## src/rtl/i2c_role_pkg.sv

```systemverilog
package i2c_role_pkg;
    localparam int BYTE_W = 8;
    localparam int ADDR_W = 10;

    typedef enum logic [1:0] {
        ROLE_SLV_RX = 2'b00,
        ROLE_SLV_TX = 2'b01,
        ROLE_MST_TX = 2'b10,
        ROLE_MST_RX = 2'b11
    } role_t;

    typedef enum logic [1:0] {
        PH_IDLE   = 2'b00,
        PH_FIRST  = 2'b01,
        PH_SECOND = 2'b10,
        PH_DATA   = 2'b11
    } phase_t;

    typedef struct packed {
        phase_t phase;
        role_t  role;
        logic   match;
        logic   gc;
        logic   ten_ok;
    } trk_t;
endpackage

```

## src/rtl/i2c_addr_cmp.sv

```systemverilog
module i2c_addr_cmp #(
    parameter int BYTE_W = 8,
    parameter int ADDR_W = 10
) (
    input  logic [BYTE_W-1:0] rx_byte,
    input  logic [ADDR_W-1:0] own_addr,
    input  logic              ten_bit,
    input  logic              gc_en,
    output logic              hit7,
    output logic              hdr10,
    output logic              lo10,
    output logic              gc_code
);
    localparam int          HI_W    = ADDR_W - BYTE_W;
    localparam int          TAG_W   = BYTE_W - 1 - HI_W;
    localparam logic [TAG_W-1:0] HDR_TAG = '1 << 1;

    always_comb begin
        hit7    = !ten_bit && (rx_byte[BYTE_W-1:1] == own_addr[BYTE_W-2:0]);
        hdr10   = ten_bit
                  && (rx_byte[BYTE_W-1 -: TAG_W] == HDR_TAG)
                  && (rx_byte[HI_W:1] == own_addr[ADDR_W-1 -: HI_W]);
        lo10    = (rx_byte == own_addr[BYTE_W-1:0]);
        gc_code = gc_en && (rx_byte == '0);
    end
endmodule

```

## src/rtl/i2c_role_ctrl.sv

```systemverilog
module i2c_role_ctrl
    import i2c_role_pkg::*;
(
    input  logic  clk,
    input  logic  rst_n,
    input  logic  start_i,
    input  logic  stop_i,
    input  logic  arb_lost_i,
    input  logic  own_start_i,
    input  logic  rx_valid_i,
    input  logic  rx_lsb_i,
    input  logic  hit7_i,
    input  logic  hdr10_i,
    input  logic  lo10_i,
    input  logic  gc_code_i,
    output role_t role_o,
    output logic  match_o,
    output logic  gc_o
);
    trk_t st_d, st_q;

    always_comb begin
        st_d = st_q;
        if (stop_i || arb_lost_i) begin
            st_d.phase  = PH_IDLE;
            st_d.role   = ROLE_SLV_RX;
            st_d.match  = 1'b0;
            st_d.gc     = 1'b0;
            st_d.ten_ok = 1'b0;
        end else if (start_i || own_start_i) begin
            st_d.phase = PH_FIRST;
            st_d.match = 1'b0;
            st_d.gc    = 1'b0;
            if (own_start_i)
                st_d.role = ROLE_MST_TX;
            else if (!st_q.role[1])
                st_d.role = ROLE_SLV_RX;
        end else if (rx_valid_i) begin
            case (st_q.phase)
                PH_FIRST: begin
                    st_d.phase = PH_DATA;
                    if (st_q.role[1]) begin
                        st_d.role = rx_lsb_i ? ROLE_MST_RX : ROLE_MST_TX;
                    end else if (gc_code_i) begin
                        st_d.match = 1'b1;
                        st_d.gc    = 1'b1;
                        st_d.role  = ROLE_SLV_RX;
                    end else if (hit7_i) begin
                        st_d.match = 1'b1;
                        st_d.role  = rx_lsb_i ? ROLE_SLV_TX : ROLE_SLV_RX;
                    end else if (hdr10_i) begin
                        if (!rx_lsb_i) begin
                            st_d.phase = PH_SECOND;
                        end else if (st_q.ten_ok) begin
                            st_d.match = 1'b1;
                            st_d.role  = ROLE_SLV_TX;
                        end
                    end
                end
                PH_SECOND: begin
                    st_d.phase = PH_DATA;
                    if (lo10_i) begin
                        st_d.match  = 1'b1;
                        st_d.ten_ok = 1'b1;
                        st_d.role   = ROLE_SLV_RX;
                    end
                end
                default: ;
            endcase
        end
    end

    always_ff @(posedge clk or negedge rst_n) begin
        if (!rst_n) begin
            st_q <= '{phase: PH_IDLE, role: ROLE_SLV_RX, match: 1'b0, gc: 1'b0, ten_ok: 1'b0};
        end else begin
            st_q <= st_d;
        end
    end

    assign role_o  = st_q.role;
    assign match_o = st_q.match;
    assign gc_o    = st_q.gc;

    p_stop_to_slave_r3: assert property (@(posedge clk) disable iff (!rst_n)
        (stop_i || arb_lost_i) |=> (role_o == ROLE_SLV_RX));
    p_stop_clears_r8: assert property (@(posedge clk) disable iff (!rst_n)
        stop_i |=> (!match_o && !gc_o));
    p_own_start_master_r2: assert property (@(posedge clk) disable iff (!rst_n)
        (own_start_i && !stop_i && !arb_lost_i) |=> (role_o == ROLE_MST_TX));
    p_master_no_match_r2: assert property (@(posedge clk) disable iff (!rst_n)
        role_o[1] |-> !match_o);
    p_gc_implies_match_r7: assert property (@(posedge clk) disable iff (!rst_n)
        gc_o |-> match_o);
    p_data_stable_r9: assert property (@(posedge clk) disable iff (!rst_n)
        (rx_valid_i && st_q.phase == PH_DATA && !start_i && !stop_i && !arb_lost_i && !own_start_i)
        |=> ($stable(match_o) && $stable(role_o) && $stable(gc_o)));
endmodule

```

## src/rtl/i2c_addr_role_tracker.sv

```systemverilog
module i2c_addr_role_tracker
    import i2c_role_pkg::*;
(
    input  logic              clk,
    input  logic              rst_n,
    input  logic              start_i,
    input  logic              stop_i,
    input  logic              arb_lost_i,
    input  logic              own_start_i,
    input  logic [BYTE_W-1:0] rx_byte_i,
    input  logic              rx_valid_i,
    input  logic [ADDR_W-1:0] cfg_own_addr_i,
    input  logic              cfg_ten_bit_i,
    input  logic              cfg_gc_en_i,
    output logic              addr_match_o,
    output logic              gc_hit_o,
    output logic [1:0]        role_o,
    output logic              dir_tx_o
);
    logic  hit7, hdr10, lo10, gc_code;
    role_t role;

    i2c_addr_cmp #(.BYTE_W(BYTE_W), .ADDR_W(ADDR_W)) u_cmp (
        .rx_byte  (rx_byte_i),
        .own_addr (cfg_own_addr_i),
        .ten_bit  (cfg_ten_bit_i),
        .gc_en    (cfg_gc_en_i),
        .hit7     (hit7),
        .hdr10    (hdr10),
        .lo10     (lo10),
        .gc_code  (gc_code)
    );

    i2c_role_ctrl u_ctrl (
        .clk         (clk),
        .rst_n       (rst_n),
        .start_i     (start_i),
        .stop_i      (stop_i),
        .arb_lost_i  (arb_lost_i),
        .own_start_i (own_start_i),
        .rx_valid_i  (rx_valid_i),
        .rx_lsb_i    (rx_byte_i[0]),
        .hit7_i      (hit7),
        .hdr10_i     (hdr10),
        .lo10_i      (lo10),
        .gc_code_i   (gc_code),
        .role_o      (role),
        .match_o     (addr_match_o),
        .gc_o        (gc_hit_o)
    );

    assign role_o   = role;
    assign dir_tx_o = (role == ROLE_SLV_TX) || (role == ROLE_MST_TX);

    p_gc_needs_slave_r7: assert property (@(posedge clk) disable iff (!rst_n)
        gc_hit_o |-> (role_o == 2'b00));
endmodule

```

## config.mk

```make
export PLATFORM = sky130hd
export DESIGN_NAME = i2c_addr_role_tracker
export DESIGN_NICKNAME = d
export VERILOG_FILES = /design/src/rtl/i2c_role_pkg.sv /design/src/rtl/i2c_addr_cmp.sv /design/src/rtl/i2c_role_ctrl.sv /design/src/rtl/i2c_addr_role_tracker.sv
export SDC_FILE = /design/constraint.sdc
export NUM_CORES = 1
export LEC_CHECK = 0
export ABC_AREA = 1
export BUFFER_PORTS_ARGS = -buffer_cell sky130_fd_sc_hd__buf_2
export CORE_MARGIN = 2
export CORE_UTILIZATION = 30
export CTS_CLUSTER_SIZE = 10
export DETAILED_ROUTE_END_ITERATION = 8
export PLACE_DENSITY = 0.59
export SETUP_SLACK_MARGIN = 0.3
export SLEW_MARGIN = 5
export SYNTH_ARGS = -nofsm -noshare
export SYNTH_HDL_FRONTEND = slang
export SYNTH_SLANG_ARGS = --single-unit
export TNS_END_PERCENT = 30
```

## constraint.sdc

```tcl
create_clock -name clk -period 1.3 [get_ports clk]
set_input_delay 0 -clock clk [delete_from_list [all_inputs] [get_ports clk]]
set_output_delay 0 -clock clk [all_outputs]
set_load 0.01 [all_outputs]
```

==> results.md, run 1 <==
* Status: complete, no violations
* P_sw at about 210 uW
* Synth Net Count at 181
* RSZ-0062 raised after global routing: true
* Half-perimeter wire length after placement at approximately 1700 um
* 1st-pass router iterations at 4
* Fin. Hold Viols at 0
* Worst-Skew Late Latency at roughly 0.26 ns
* Synth Cell Area at roughly 860 um2
* # fillers at ~280
* Die Footprint at roughly 0.0033 mm2
* Worst slew pin tran at about 0.43 ns
* Min Tclk post-route at 1.29 ns
* Overall global routing resource usage at roughly an eighth
* Initial antenna violation count at 0
* # H-tree levels at 1
* Critical path endpoint category: flop
* Yosys cell types at 21
* First-pass GRT wire length at 3220 um
* Core area at between 0.002 and 0.003 mm2
* Slew HR at between 70% and 80%
* Clock power share at 31.3%
* PwrDens at between 500 and 600 mW/mm2
* Overall power at roughly 640 uW
* Root Driver: clkbuf_4
* Via Count at around 1000
* Worst ir drop on vdd at roughly 0.63 mV
* Mapped Cells at around 150
* Max Clk Rate at 773 MHz
* Synth-to-Final Area Change at 38.9%
* Clk sinks at 7
* Max FO, Critical Path at 3
* Antenna Cells at 0
* Final setup vio count at 0
* Port-buffer cells at 31
* Worst EP arrival at ~1.4 ns
* Drt via density at approximately 4.5
* Largest net degree at the start of global routing at 8
* Share of layout cells above drive strength 1 at about a third
* # DRC at 0
* Antenna viol nets, final at 0
* Final Cycle Share at 99.5%
* Clk slew on worst S/H paths at roughly 0.05 ns
* LEAKAGE at a little under 0.7 nW
* Startpoint Class: flop
* Max Slew Vio Count at 0
* Overflow left after global routing at 0
* Die width at about 57 um
* Seq pwr share at 35.5%
* Worst EP required at between 1 and 1.5 ns
* Tightest Hold Check Type: primary input to flop
* Vias in the first global route at roughly 800
* Sw Ratio at roughly a third
* Synthesized flop and latch total at 7
* Floorplan row count at 19
* Max Cap Violations at 0
* CTS tree: done
* Placer Congestion at 0.883
* Total CTS buffers at 3
* Max clock buf depth at 2
* I/O Pins at 32
* Pre-CTS WS at -0.0713 ns
* Sequential-to-total area share from yosys stat at about 20%
* Initial DRC Count at 26
* Synth warnings at 0
* WL final at between 2000 and 2500 um
* Skew final at just under 0.004 ns
* Syn Area/Cell at 5.63 um2
* Drt wl/cell at 9.47 um
* Comb power frac at 33.2%
* Initial Util at a little under a third
* Int Pwr at about 430 uW
* Setup ws final at roughly 0.0070 ns
* Final nets at about 220
* DIE HEIGHT at roughly 57 um
* Crit path kind: flop to flop
[power by group through the flow]
stage                     combinational, mW  clock (mW)  sequential, mW
final                                 0.213       0.200           0.227
after floorplan                       0.107           0           0.230
after global placement                0.196           0           0.230
after CTS                             0.203       0.204           0.226
after global routing                  0.240       0.222           0.227
after detailed placement              0.196           0           0.230
[final timing paths]
check                               start               end  slack, ns  cells after the start
setup / recovery           u_ctrl.st_q[6]  u_ctrl.role_o[0]      0.007                      9
hold / removal                own_start_i  u_ctrl.role_o[1]      0.005                      3
setup reg to reg           u_ctrl.st_q[6]  u_ctrl.role_o[0]      0.007                      9
hold reg to reg            u_ctrl.match_o    u_ctrl.match_o       0.49                      2
max in group asynchronous           rst_n    u_ctrl.match_o       1.03                      2
min in group asynchronous           rst_n    u_ctrl.st_q[6]       0.11                      2
[cell type report]
class,count,area (um2),area share (%)
Inverter,27,101,8.53
Timing Repair Buffer,38,214,18.0
Multi-Input combinational cell,116,633,53.3
Clock buffer,4,26.3,2.21
Sequential cell,7,175,14.7
Tap cell,31,38.8,3.26
[kinds of logic (layout without fill, tap and decap cells)]
kind of cell / Yosys count / after routing / share of synthesized area (%)
buf+inv: 29 / 69 / 13.6
compound gates: 10 / 10 / 6.14
flops: 7 / 7 / 20.5
fa+ha+maj: 2 / 2 / 2.92
simple gates: 96 / 96 / 48.7
xor+xnor: 8 / 8 / 8.19
[sequential cells by signal (all words and copies together), names as in the netlist]
| name | count |
|---|---|
| u_ctrl.gc_o | 1 |
| u_ctrl.match_o | 1 |
| u_ctrl.role_o | 2 |
| u_ctrl.st_q | 3 |
[critical path, cell delays in order (launching register included)]
cell,delay [ns]
dfrtp_1,0.41
ha_4,0.25
inv_2,0.04
nand2_2,0.06
nand2_4,0.09
nand2_2,0.06
nor2_2,0.11
nand2_1,0.06
nand2_1,0.05
nand2_1,0.04
[metrics by stage]
stage          cell area [um2]  hold slack [ns]  cells  util, %  setup TNS (ns)
2_1_floorplan              856           -0.296    152        -               0
3_3_place_gp              1050           -0.154    214     38.4         -0.0193
3_5_place_dp              1050           -0.150    214     38.4         -0.0763
4_1_cts                   1100          0.00675    220     40.3         -0.0257
5_1_grt                   1190          0.00560    223     43.5          -0.168
6_report                  1190          0.00454    223     43.5               0
[Yosys cell counts]
master / instances / area [um2]
ha_1: 2 / 25.0
inv_2: 1 / 3.75
nand4_1: 2 / 12.5
buf_4: 2 / 15.0
o21ai_0: 4 / 20.0
nand3_1: 9 / 45.0
inv_1: 26 / 97.6
nor2_4: 2 / 22.5
nor4_1: 1 / 6.26
a21oi_1: 3 / 15.0
nand3b_1: 1 / 7.51
dfrtp_1: 7 / 175
xor2_1: 1 / 8.76
xnor2_1: 7 / 61.3
nor2_1: 17 / 63.8
nand2_1: 56 / 210
nor3_1: 1 / 5.00
nand2_2: 4 / 25.0
o21a_1: 1 / 7.51
nor2_2: 3 / 18.8
o21ai_1: 2 / 10.0
[repair_timing]
action,CTS,global route
buffers inserted,1,3
endpoints found under the setup margin,8,8
hold buffers,1,0
gates resized for setup,5,19
pin swaps,5,9
endpoints found under the hold margin,7,0
[routing by layer]
metal  GRT usage (%)  vias to the layer above  part of all wire (%)
li1                -                      539                     -
met1            16.3                      440                    48
met2            19.8                       23                    48
met3            4.08                        2                   4.3
met4            1.99                        0                  0.52
met5               0                        -                     0
[cell usage in the layout, fill, tap and decap left out, types with 5 or more instances in the layout]
master   Yosys  routed
inv_2        1       5
nand3_1      9       8
xnor2_1      7       7
nand2_1     56      50
inv_1       26      22
dfrtp_1      7       7
buf_2        0      31
nor2_1      17      16
nand2_2      4       9
buf_4        2       5
No activity file was read; power rests on OpenSTA's default activity.
==> inputs of run 2 (changes only) <==
--- a/config.mk
+++ b/config.mk
@@ -11,7 +11,7 @@
 export CORE_UTILIZATION = 30
 export CTS_CLUSTER_SIZE = 10
 export DETAILED_ROUTE_END_ITERATION = 8
-export PLACE_DENSITY = 0.59
+export PLACE_DENSITY = 0.57
 export SETUP_SLACK_MARGIN = 0.3
 export SLEW_MARGIN = 5
 export SYNTH_ARGS = -nofsm -noshare
==> constraint.sdc (replaced) <==
create_clock -name clk -period 1.5 [get_ports clk]
set_input_delay 0 -clock clk [delete_from_list [all_inputs] [get_ports clk]]
set_output_delay 0 -clock clk [all_outputs]
set_load 0.01 [all_outputs]
==> run 2 against run 1 <==
  * Clock skew grew 0.0018 ns
  * Setup slack better by 0.20 ns
  * Die area did not move
  * Utilization fell by 1.5 points
  * Critical path type unchanged
  * Largest power group unchanged
  * Highest routed layer is now met3
==> results.md, run 2 (synthesis gave the netlist of run 1 again) <==
* Number of flip-flops in the largest register at 3
* Slew HR at 70.4%
* Most common cell after layout, fill and taps aside: nand2_1
* Hold slack at 0.0154 ns
* Largest net degree at the start of global routing at 8
* Tightest Hold Check Type: primary input to flop
* Grt met2 use at a little under a quarter
* RSZ-0062 raised after global routing: true
* LEAKAGE at 0.665 nW
* CP max-delay cell: dfrtp_1
* Antenna viol nets, final at 0
* Worst-Skew Late Latency at 0.25 ns
* Overflow left after global routing at 0
* Clk slew on worst S/H paths at 0.05 ns
* Max clock buf depth at 2
* Initial antenna violation count at 0
* 1st-pass router iterations at 3
* Critical path endpoint category: flop
* Setup TNS at 0 ns
* Most frequent cells in the layout: nand2_1, buf_2, inv_1
* PwrDens at ~480 mW/mm2
* GRT met3 Usage at 4.08%
* Max Cap Violations at 0
* Half-perimeter wire length after placement at between 1500 and 2000 um
* Worst EP required at roughly 1.6 ns
* Skew final at roughly 0.0056 ns
* Worst ir drop on vdd at 0.537 mV
* Top reg by flops: u_ctrl.st_q
* Total CTS buffers at 3
* Share of layout cells above drive strength 1 at a little under a third
* Fin. Hold Viols at 0
* Final nets at between 200 and 250
* Initial Util at 31.3%
* Worst slew pin tran at around 0.44 ns
* Vias in the first global route at between 900 and 1000
* Clk sinks at 7
* Synth-to-Final Area Change at 34.1%
* DIE HEIGHT at between 50 and 60 um
* Final Cycle Share at 86.1%
* Port-buffer cells at 31
* Placer Congestion at 0.853
* Via Count at roughly 950
* Antenna Cells at 0
* Core area at ~0.0027 mm2
* # H-tree levels at 1
* CTS tree: done
* Worst EP arrival at approximately 1.4 ns
* Crit path kind: flop to flop
* WL final at 2070 um
* Overall global routing resource usage at a little over an eighth
* Buf/Inv on CP at 1
* GR Layer Usage met1 at between 10% and 20%
* Die Footprint at between 0.003 and 0.004 mm2
* Die width at 57.4 um
* Root Driver: clkbuf_4
* Min Tclk post-route at 1.29 ns
* Max Slew Vio Count at 0
* Critical Path Max Stage Delay at 0.42 ns
* Cell family with most CP delay: simple AND/OR/NAND/NOR gates
* Final Core Density at 42.0%
* # DRC at 0
* Final setup vio count at 0
* Floorplan row count at 19
* Crit path cell chain: ha_4 -> inv_2 -> nand2_2 -> nand2_2 -> nand2_2 -> nor2_2 -> nand2_1 -> nand2_1 -> nand2_1
* Drt via density at between 4 and 5
* Initial DRC Count at 12
* Drt wl/cell at roughly 9.4 um
* GRT Max-Usage Layer: met2
* Startpoint Class: flop
* I/O Pins at 32
* Status: complete, no violations
* First-pass GRT wire length at ~3600 um
* Max Clk Rate at about 770 MHz
* Max FO, Critical Path at 3
[run 2: worst min-delay path, stage by stage]
cell     delay [ns]
buf_2          0.10
a21oi_1        0.06
nand2_1        0.06
[run 2: per-layer routing]
| layer | part of all wire (%) | vias to the layer above |
|---|---|---|
| li1 | - | 535 |
| met1 | 48 | 396 |
| met2 | 49 | 17 |
| met3 | 3.2 | 0 |
| met4 | 0 | 0 |
| met5 | 0 | - |
[run 2: final cells by class]
| cell class | count | area (um2) |
|---|---|---|
| clock buffers | 4 | 26.3 |
| fillers | 285 | 1590 |
| inverters | 27 | 101 |
| multi-input cells | 116 | 607 |
| flip-flops and latches | 7 | 175 |
| well taps | 31 | 38.8 |
| repair buffers | 36 | 199 |
[run 2: through the flow]
step | cells | setup slack, ns | power [mW] | cell area (um2)
3_5_place_dp | 212 | 0.115 | 0.366 | 1030
3_3_place_gp | 212 | 0.159 | 0.363 | 1030
6_report | 221 | 0.208 | 0.546 | 1150
5_1_grt | 221 | 0.120 | 0.592 | 1150
2_1_floorplan | 152 | 0.220 | 0.291 | 856
4_1_cts | 220 | 0.190 | 0.548 | 1100
[run 2: worst paths after layout]
kind	to	slack, ns	depth (start not counted)	start
setup / recovery	u_ctrl.role_o[0]	0.21	9	u_ctrl.st_q[6]
hold / removal	u_ctrl.role_o[1]	0.02	3	own_start_i
setup reg to reg	u_ctrl.role_o[0]	0.21	9	u_ctrl.st_q[6]
hold reg to reg	u_ctrl.gc_o	0.48	2	u_ctrl.gc_o
max in group asynchronous	u_ctrl.role_o[1]	1.23	2	rst_n
min in group asynchronous	u_ctrl.gc_o	0.11	2	rst_n
[run 2: power breakdown]
part           internal, mW  total [mW]  switching, mW
registers             0.193       0.197        0.00459
clock network         0.101       0.166         0.0651
logic                0.0812       0.182          0.101
total                 0.375       0.546          0.171
[run 2: timing repair]
action                                 in CTS  in global routing
hold buffers                                1                  0
endpoints found under the hold margin       7                  0
setup endpoints to repair                   4                  5
setup buffers                               3                  1
gates resized for setup                     3                 14
pin swaps                                   5                  7
==> inputs of run 3 (changes only) <==
--- a/config.mk
+++ b/config.mk
@@ -12,7 +12,6 @@
 export CTS_CLUSTER_SIZE = 10
 export DETAILED_ROUTE_END_ITERATION = 8
 export PLACE_DENSITY = 0.57
-export SETUP_SLACK_MARGIN = 0.3
 export SLEW_MARGIN = 5
 export SYNTH_ARGS = -nofsm -noshare
 export SYNTH_HDL_FRONTEND = slang
==> run 3 against run 2 <==
  * Sequential cell count unchanged
  * Via count increased by 1.2%
  * First-iteration DRC count increased by 130%
  * Register-to-register slack got worse by 0.097 ns
  * Power about the same
  * Die area unchanged
  * Setup slack got worse by 0.097 ns
  * Global-route usage decreased by 0.053 points
  * Combinational power decreased by 6%
  * Final cell count decreased by 0.90%
  * Non-clock buffer count decreased by 2
  * Cell area decreased by 4.7%
==> results.md, run 3 (synthesis gave the netlist of run 1 again) <==
* Tightest Hold Check Type: primary input to flop
* PwrDens at around 500 mW/mm2
* LEAKAGE at ~0.65 nW
* Crit path kind: flop to flop
* Final nets at about 220
* Overall global routing resource usage at a little over an eighth
* Floorplan row count at 19
* Design area at ~0.0011 mm2
* First-pass GRT wire length at 3550 um
* CTS tree: done
* Cell Area, Placed at between 0.001 and 0.0015 mm2
* Drt wl/cell at approximately 9 um
* 1st-pass router iterations at 4
* Critical Path Max Stage Delay at 0.37 ns
* Final Cycle Share at 92.6%
* Initial antenna violation count at 0
* Half-perimeter wire length after placement at around 1700 um
* # DRC at 0
* Max FO, Critical Path at 3
* Initial Util at a little under a third
* Skew final at 0.00488 ns
* I/O Pins at 32
* # fillers at approximately 300
* Vias in the first global route at approximately 900
* Initial DRC Count at 27
* Drt via density at around 4.4
* Most common cell after layout, fill and taps aside: nand2_1
* Die width at about 57 um
* Max Cap Violations at 0
* Min Tclk post-route at 1.39 ns
* Core area at approximately 0.0027 mm2
* CP max-delay cell: dfrtp_1
* Overflow left after global routing at 0
* Worst EP required at about 1.7 ns
* Worst reg2reg path startpoint: u_ctrl.st_q[5]
* Most frequent cells in the layout: nand2_1, buf_2, inv_1
* Fin. Hold Viols at 0
* Via Count at about 960
* # H-tree levels at 1
* Clk sinks at 7
* Root Driver: clkbuf_4
* Die Footprint at approximately 0.0033 mm2
* Worst Setup SP: u_ctrl.st_q[5]
* Setup ws final at ~0.11 ns
* WL final at 1980 um
* Critical path endpoint category: flop
* Share of layout cells above drive strength 1 at 25.0%
* Number of flip-flops in the largest register at 3
* Synth-to-Final Area Change at 27.8%
* Pre-CTS WS at between 0.1 and 0.15 ns
* Largest net degree at the start of global routing at 8
* Worst-Skew Late Latency at about 0.26 ns
* Status: complete, no violations
* Slew HR at between 70% and 80%
* Max Clk Rate at between 700 and 800 MHz
* FF-to-FF End: u_ctrl.role_o[0]
* Port-buffer cells at 31
* Startpoint Class: flop
* Top reg by flops: u_ctrl.st_q
* DIE HEIGHT at roughly 57 um
* Clk slew on worst S/H paths at 0.06 ns
* Cell repeated most along the worst path: nand2_1
* Worst ir drop on vdd at between 0.3 and 0.4 mV
* Worst EP arrival at between 1.5 and 2 ns
* Crit path cell chain: inv_1 -> ha_1 -> inv_1 -> nand2_1 -> nand2_2 -> nand2_1 -> nor2_2 -> nand2_1 -> nand2_1 -> nand2_1
* Antenna viol nets, final at 0
* Critical Path Sink: u_ctrl.role_o[0]
* Total CTS buffers at 3
* R2R depth at 10
* Worst slew pin tran at 0.409 ns
* Hold slack at about 0.024 ns
* Final setup vio count at 0
* Placer Congestion at between 0.8 and 0.9
* R2r setup slk at 0.11 ns
* Max clock buf depth at 2
* Antenna Cells at 0
* Max Slew Vio Count at 0
==> run 3: cell types whose count changed in the layout (fill, tap and decap cells not counted), moves of 2 or more <==
| cell | before | now |
|---|---|---|
| inv_2 | 6 | 1 |
| ha_4 | 2 | 0 |
| buf_4 | 3 | 1 |
| nand2_1 | 52 | 55 |
| inv_1 | 21 | 26 |
| ha_1 | 0 | 2 |
| nand2_2 | 8 | 5 |
==> run 3: how the worst min path moves through the flow <==
stage	from	endpoint	slack, ns	cells after the start
floorplan	rst_n	u_ctrl.gc_o	-0.30	0
global placement	rst_n	u_ctrl.role_o[1]	-0.15	1
detailed placement	rst_n	u_ctrl.role_o[1]	-0.15	1
CTS	rx_valid_i	u_ctrl.gc_o	0.02	3
global route	stop_i	u_ctrl.st_q[0]	0.04	3
finish	rx_valid_i	u_ctrl.gc_o	0.02	3
==> run 3: power by group <==
part	internal [mW]	switching (mW)	total, mW
Clock	0.102	0.0767	0.179
Combinational	0.0759	0.0951	0.171
Sequential	0.193	0.00427	0.197
Total	0.370	0.176	0.546
==> run 3: area by class of cell <==
| cell class | instances | area [um2] | area share (%) |
|---|---|---|---|
| inverters | 27 | 101 | 9.27 |
| clock buffers | 4 | 26.3 | 2.40 |
| flip-flops and latches | 7 | 175 | 16.0 |
| well taps | 31 | 38.8 | 3.55 |
| multi-input cells | 116 | 569 | 52.1 |
| repair buffers | 34 | 183 | 16.7 |
==> run 3: per-layer routing <==
metal | GRT usage [%] | part of all wire [%] | vias to the layer above
met1 | 17.1 | 48 | 402
met2 | 22.6 | 46 | 23
met3 | 2.72 | 4.6 | 5
met5 | 0 | 0 | -
met4 | 4.98 | 1.4 | 0
li1 | - | - | 529
==> run 3: per-stage QoR <==
stage                     TNS (ns)  utilization, %  instances  total power [mW]
final                            0            40.0        219             0.546
after global routing      -0.00739            40.0        219             0.592
after CTS                        0            39.5        218             0.551
after detailed placement         0            37.8        212             0.365
after global placement           0            37.8        212             0.362
after floorplan                  0               -        152             0.291
==> run 3: timing repair <==
item | CTS | global route
hold endpoints to repair | 8 | 0
resized for setup | 0 | 2
hold buffers | 2 | 0
setup endpoints to repair | 0 | 1
buffers inserted | 0 | 1
==> run 3: critical path, delay by kind of cell, from the launching register on <==
| family | cells | cell delay [ns] |
|---|---|---|
| buffers and inverters | 2 | 0.11 |
| DFF | 1 | 0.37 |
| adders and majority gates | 1 | 0.28 |
| and+or+nand+nor | 7 | 0.51 |
